--- src/rtl/irq_agg_pkg.sv ---
// Package: shared constants for the interrupt aggregator.
// Assumes an 8-bit byte address and 32-bit data words.
package irq_agg_pkg;
    localparam int ADDR_W = 8;
    localparam int DATA_W = 32;
    // Word offsets software relies on.
    localparam logic [ADDR_W-1:0] OFF_ENABLE = 8'h00;
    localparam logic [ADDR_W-1:0] OFF_EDGE   = 8'h04;
    localparam logic [ADDR_W-1:0] OFF_POL    = 8'h08;
    localparam logic [ADDR_W-1:0] OFF_CLR    = 8'h0C;
    localparam logic [ADDR_W-1:0] OFF_SET    = 8'h10;
    localparam logic [ADDR_W-1:0] OFF_STATUS = 8'h14;
endpackage

--- src/rtl/irq_sync.sv ---
// Module: irq_sync - two-flop synchronizer, one lane per source.
// Assumes the inputs are asynchronous single-bit levels. Both stages reset to 0.
module irq_sync #(
    parameter int W = 7
) (
    input  logic         clk,
    input  logic         rst_n,
    input  logic [W-1:0] d_async,
    output logic [W-1:0] q_sync
);
    logic [W-1:0] stage1;

    // Pass each lane through two flops.
    always_ff @(posedge clk) begin
        if (!rst_n) begin
            stage1 <= '0;
            q_sync <= '0;
        end else begin
            stage1 <= d_async;
            q_sync <= stage1;
        end
    end
endmodule

--- src/rtl/irq_src_cell.sv ---
// Module: irq_src_cell - per-source edge detector, pending latch and status select.
// Assumes sync_in is already synchronized. If an edge or a set meets a clear in
// the same cycle, the edge or set wins.
module irq_src_cell (
    input  logic clk,
    input  logic rst_n,
    input  logic sync_in,
    input  logic pol,
    input  logic edge_mode,
    input  logic clr,
    input  logic set,
    output logic evt,
    output logic pend,
    output logic status
);
    logic prev;
    logic act_now;
    logic act_prev;

    // Keep the previous synchronized sample for edge comparison.
    always_ff @(posedge clk) begin
        if (!rst_n) prev <= 1'b0;
        else        prev <= sync_in;
    end

    // Adjust for polarity, then detect the active-going transition.
    always_comb begin
        act_now  = pol ? sync_in : ~sync_in;
        act_prev = pol ? prev : ~prev;
        evt      = act_now & ~act_prev;
    end

    // Update the pending latch; clear loses to an edge or a set.
    always_ff @(posedge clk) begin
        if (!rst_n) pend <= 1'b0;
        else        pend <= (pend & ~clr) | evt | set;
    end

    // Show the latched bit in edge mode and the live level otherwise.
    always_comb status = edge_mode ? pend : act_now;
endmodule

--- src/rtl/irq_regs.sv ---
// Module: irq_regs - register file for enable, edge mode and polarity, plus
// command decode and registered read mux.
// Assumes one access per cycle. Only the low NSRC bits are stored.
module irq_regs
    import irq_agg_pkg::*;
#(
    parameter int NSRC = 7
) (
    input  logic              clk,
    input  logic              rst_n,
    input  logic [ADDR_W-1:0] addr,
    input  logic              we,
    input  logic [DATA_W-1:0] wdata,
    input  logic [NSRC-1:0]   status,
    output logic [NSRC-1:0]   en_q,
    output logic [NSRC-1:0]   edge_q,
    output logic [NSRC-1:0]   pol_q,
    output logic [NSRC-1:0]   clr_p,
    output logic [NSRC-1:0]   set_p,
    output logic [DATA_W-1:0] rdata
);
    localparam int PAD = DATA_W - NSRC;

    logic [NSRC-1:0] wbits;
    logic [PAD-1:0]  unused_wdata_hi;
    logic [NSRC-1:0] rsel;

    assign wbits           = wdata[NSRC-1:0];
    assign unused_wdata_hi = wdata[DATA_W-1:NSRC];

    // Store configuration words on a matching write.
    always_ff @(posedge clk) begin
        if (!rst_n) begin
            en_q   <= '0;
            edge_q <= '0;
            pol_q  <= '0;
        end else if (we) begin
            if (addr == OFF_ENABLE) en_q   <= wbits;
            if (addr == OFF_EDGE)   edge_q <= wbits;
            if (addr == OFF_POL)    pol_q  <= wbits;
        end
    end

    // Turn a write to a command offset into a one-cycle pulse.
    always_comb begin
        clr_p = (we && addr == OFF_CLR) ? wbits : '0;
        set_p = (we && addr == OFF_SET) ? wbits : '0;
    end

    // Select the readable word; command and unmapped offsets read zero.
    always_comb begin
        unique case (addr)
            OFF_ENABLE: rsel = en_q;
            OFF_EDGE:   rsel = edge_q;
            OFF_POL:    rsel = pol_q;
            OFF_STATUS: rsel = status;
            default:    rsel = '0;
        endcase
    end

    // Register the read data.
    always_ff @(posedge clk) begin
        if (!rst_n) rdata <= '0;
        else        rdata <= {{PAD{1'b0}}, rsel};
    end
endmodule

--- src/rtl/irq_aggregator.sv ---
// Module: irq_aggregator - top of the interrupt aggregator.
// Assumes src_raw is asynchronous. irq_o is a registered OR of the enabled status.
module irq_aggregator
    import irq_agg_pkg::*;
#(
    parameter int NSRC = 7
) (
    input  logic              clk,
    input  logic              rst_n,
    input  logic [ADDR_W-1:0] reg_addr,
    input  logic              reg_we,
    input  logic [DATA_W-1:0] reg_wdata,
    output logic [DATA_W-1:0] reg_rdata,
    input  logic [NSRC-1:0]   src_raw,
    output logic              irq_o
);
    logic [NSRC-1:0] src_s;
    logic [NSRC-1:0] en_q, edge_q, pol_q, clr_p, set_p;
    logic [NSRC-1:0] evt, pend, status;

    irq_sync #(.W(NSRC)) i_sync (
        .clk(clk), .rst_n(rst_n), .d_async(src_raw), .q_sync(src_s)
    );

    irq_regs #(.NSRC(NSRC)) i_regs (
        .clk(clk), .rst_n(rst_n), .addr(reg_addr), .we(reg_we),
        .wdata(reg_wdata), .status(status), .en_q(en_q), .edge_q(edge_q),
        .pol_q(pol_q), .clr_p(clr_p), .set_p(set_p), .rdata(reg_rdata)
    );

    for (genvar g = 0; g < NSRC; g++) begin : g_src
        irq_src_cell i_cell (
            .clk(clk), .rst_n(rst_n), .sync_in(src_s[g]), .pol(pol_q[g]),
            .edge_mode(edge_q[g]), .clr(clr_p[g]), .set(set_p[g]),
            .evt(evt[g]), .pend(pend[g]), .status(status[g])
        );
    end

    // Register the merged request line.
    always_ff @(posedge clk) begin
        if (!rst_n) irq_o <= 1'b0;
        else        irq_o <= |(status & en_q);
    end
endmodule

--- config.mk ---
export PLATFORM = sky130hd
export DESIGN_NAME = irq_aggregator
export DESIGN_NICKNAME = d
export VERILOG_FILES = /design/src/rtl/irq_agg_pkg.sv /design/src/rtl/irq_sync.sv /design/src/rtl/irq_src_cell.sv /design/src/rtl/irq_regs.sv /design/src/rtl/irq_aggregator.sv
export SDC_FILE = /design/constraint.sdc
export NUM_CORES = 1
export LEC_CHECK = 0
export ABC_CLOCK_PERIOD_IN_PS = 1700
export CAP_MARGIN = 40
export CORE_ASPECT_RATIO = 0.5
export CORE_MARGIN = 10
export CORE_UTILIZATION = 42
export DETAILED_ROUTE_END_ITERATION = 8
export GPL_ROUTABILITY_DRIVEN = 0
export GPL_TIMING_DRIVEN = 0
export PLACE_DENSITY_LB_ADDON = 0.05
export SYNTH_ARGS = -nofsm -noshare
export SYNTH_HDL_FRONTEND = slang
export SYNTH_SLANG_ARGS = --single-unit
--- constraint.sdc ---
create_clock -name clk -period 1.7 [get_ports clk]
set_input_delay 0.255 -clock clk [delete_from_list [all_inputs] [get_ports clk]]
set_output_delay 0.255 -clock clk [all_outputs]
set_load 0.03 [all_outputs]
==> impl_metrics.env <==
export IMPL_grt_remaining_overflow=0
export IMPL_antenna_found_initial=0
export IMPL_p_per_area_nw_per_um2=973.2
export IMPL_die_area_um2=10040
export IMPL_start_util_pct=43.37
export IMPL_vias=2223
export IMPL_finalInstanceArea_um2=3601
export IMPL_remaining_drc_errors=0
export IMPL_cts_tree="built"
export IMPL_relSlewSlack_pct=49.58
export IMPL_power_leakage_uw=0.001430
export IMPL_grt_max_degree=12
export IMPL_synth_top_area_share_pct=43.26
export IMPL_drt_iter0_markers=174
export IMPL_synthTopCellsByCount="dfxtp_1 (57), nor2_1 (39), buf_4 (25), nand2_1 (25), mux2i_1 (23)"
export IMPL_worst_slack_ns=0.01866
export IMPL_period_needed_ns=1.681
export IMPL_diodes=0
export IMPL_fin_crit_sh_pct=98.90
export IMPL_drt_total_wl_um=6903
export IMPL_yosysMostFrequentCell="dfxtp_1"
export IMPL_ir_drop_mv=0.5932
export IMPL_crit_buf_inv=2
export IMPL_synthArstFlopShare_pct=0
export IMPL_finClkSkew_ns=0.005326
export IMPL_synth_seq_cells=57
export IMPL_netlist_top_cells_area="dfxtp_1 (43%), mux2i_1 (8.7%), buf_4 (7.1%)"
export IMPL_crit_chain="buf_6, or4_4, buf_12, or4_4, o21ai_2, a31oi_1"
export IMPL_synth_edf_count=0
export IMPL_cts_hold_buffers_added=0
export IMPL_arrival_ns=1.88
export IMPL_startpoint_type="primary input"
export IMPL_status="complete, no violations"
export IMPL_register_area_um2=1141
export IMPL_core_um2=6081
export IMPL_tightest_slew_ns=0.7562
export IMPL_max_freq_ghz=0.5948
export IMPL_yosys_warnings=0
export IMPL_pin_count=83
export IMPL_clk_pin_slew_ns=0.05
export IMPL_syn_to_final_growth_pct=36.53
export IMPL_die_w_um=132.1
export IMPL_synthCells=298
export IMPL_multi_input_area_um2=1370
export IMPL_synthFlopType="dfxtp_1"
export IMPL_syn_area_um2=2638
export IMPL_num_fill_cells=575
export IMPL_setup_viol=0
export IMPL_h_tree_depth=3
export IMPL_seq_area_frac_synth_pct=43.26
export IMPL_grt_pass1_vias=2102
export IMPL_required_ns=1.90
export IMPL_ant_nets=0
export IMPL_grt_pass1_wl_um=10960
export IMPL_crit_family="simple AND/OR/NAND/NOR gates"
export IMPL_slew_viol_final=0
export IMPL_finalSetupTns_ns=0
export IMPL_avgSynthCellArea_um2=8.851
export IMPL_cp_end_kind="flip-flop"
export IMPL_cts_buffers=9
export IMPL_dp_slack_ns=-0.7983
export IMPL_hold_viol=0
export IMPL_cpPeakStageDelay_ns=0.58
export IMPL_cts_sinks=57
export IMPL_dpl_cell_area_um2=3149
export IMPL_cp_max_fo=8
export IMPL_synth_top_cell_by_area="dfxtp_1"
export IMPL_die_h_um=76.04
export IMPL_rows=20
export IMPL_cpMostUsedCell="or4_4"
export IMPL_nNetsFinal=423
export IMPL_worstSetupPathType="in2reg"
export IMPL_vias_per_cell=4.770
export IMPL_cts_path_max_buffers=2
export IMPL_cap_violations=0
export IMPL_rsz0062_at_grt="false"
export IMPL_grt_util_all_layers_pct=13.71
export IMPL_drive_above_1_share_pct=20.37
export IMPL_clkLatencyLatePin_ns=0.33
export IMPL_cts_root_buf="clkbuf_16"
export IMPL_drt_wirelength_per_cell_um=14.81
export IMPL_slowest_stage="or4_4"
export IMPL_synth_cell_types=37
export IMPL_dpl_hpwl_um=4960
export IMPL_io_buffers=30
export IMPL_first_pass_iters=4
export IMPL_utilization_pct=59.22
export IMPL_min_path_type="reg2reg"
[power by group]
part / internal (uW) / switching [uW] / total, uW
clock: 1170 / 630 / 1800
sequential: 1360 / 18.5 / 1380
combinational: 129 / 189 / 318
[kinds of logic after synthesis]
logic type	synth area share [%]
AOI/OAI and AO/OA	10.91
xor gates and xnor gates	2.325
buffers and inverters	10.25
DFF	43.26
muxes	8.729
other	0.1422
and+or+nand+nor	24.38
[through the flow]
step	total power [uW]	instances	hold slack [ns]
2_1_floorplan	1613	322	0.3767
3_3_place_gp	1703	440	0.4133
3_5_place_dp	1709	441	0.4202
4_1_cts	3515	462	0.4330
5_1_grt	3641	466	0.4502
6_report	3504	466	0.4288
[flip-flops by register name, indices dropped and copies added (netlist names)]
register	count
g_src.i_cell.pend	7
g_src.i_cell.prev	7
i_regs.edge_q	7
i_regs.en_q	7
i_regs.pol_q	7
i_regs.rdata	7
i_sync.q_sync	7
i_sync.stage1	7
irq_o	1
[cells in the final DEF, fill, tap and decap left out, types with 4 or more instances in the layout]
cell / instances
conb_1: 25
mux2i_1: 23
clkbuf_16: 9
o21ai_2: 7
inv_1: 10
a31oi_1: 5
dfxtp_1: 57
o21ai_0: 11
nand2_1: 24
nand3_1: 9
clkbuf_1: 5
nor4_4: 5
a21oi_1: 10
clkdlybuf4s50_1: 25
xor2_1: 6
buf_4: 32
nor2_1: 39
and2_1: 21
clkinvlp_4: 4
[final timing paths]
path              slack [ns]              endpoint              from  cells past startpoint
setup / recovery        0.02  g_src[4].i_cell.pend       reg_addr[6]                      6
hold / removal          0.43      i_sync.q_sync[2]  i_sync.stage1[2]                      1
setup reg to reg        0.26                 irq_o   i_regs.pol_q[5]                      4
hold reg to reg         0.43      i_sync.q_sync[2]  i_sync.stage1[2]                      1
[final cells by class]
type / instances / share of cell area (%)
multi-input cells: 220 / 38.05
well taps: 88 / 3.058
repair buffers: 40 / 10.70
inverters: 11 / 1.251
clock buffers: 10 / 6.637
plain buffers: 34 / 6.776
flip-flops and latches: 57 / 31.69
clock inverters: 6 / 1.842
[what timing repair did]
action / CTS / global route
pin swaps: 8 / 2
endpoints found under the setup margin: 35 / 11
gates resized for setup: 27 / 7
cloned: 0 / 0
buffers inserted: 5 / 4
[metal layers]
metal	track usage (%)	up-vias	share of wire, %
li1	-	1121	-
met1	19.11	1007	51
met2	18.38	85	39
met3	5.000	10	8.4
met4	5.408	0	1.5
met5	0	-	0
Note: power is estimated with default switching activity, not from simulation.
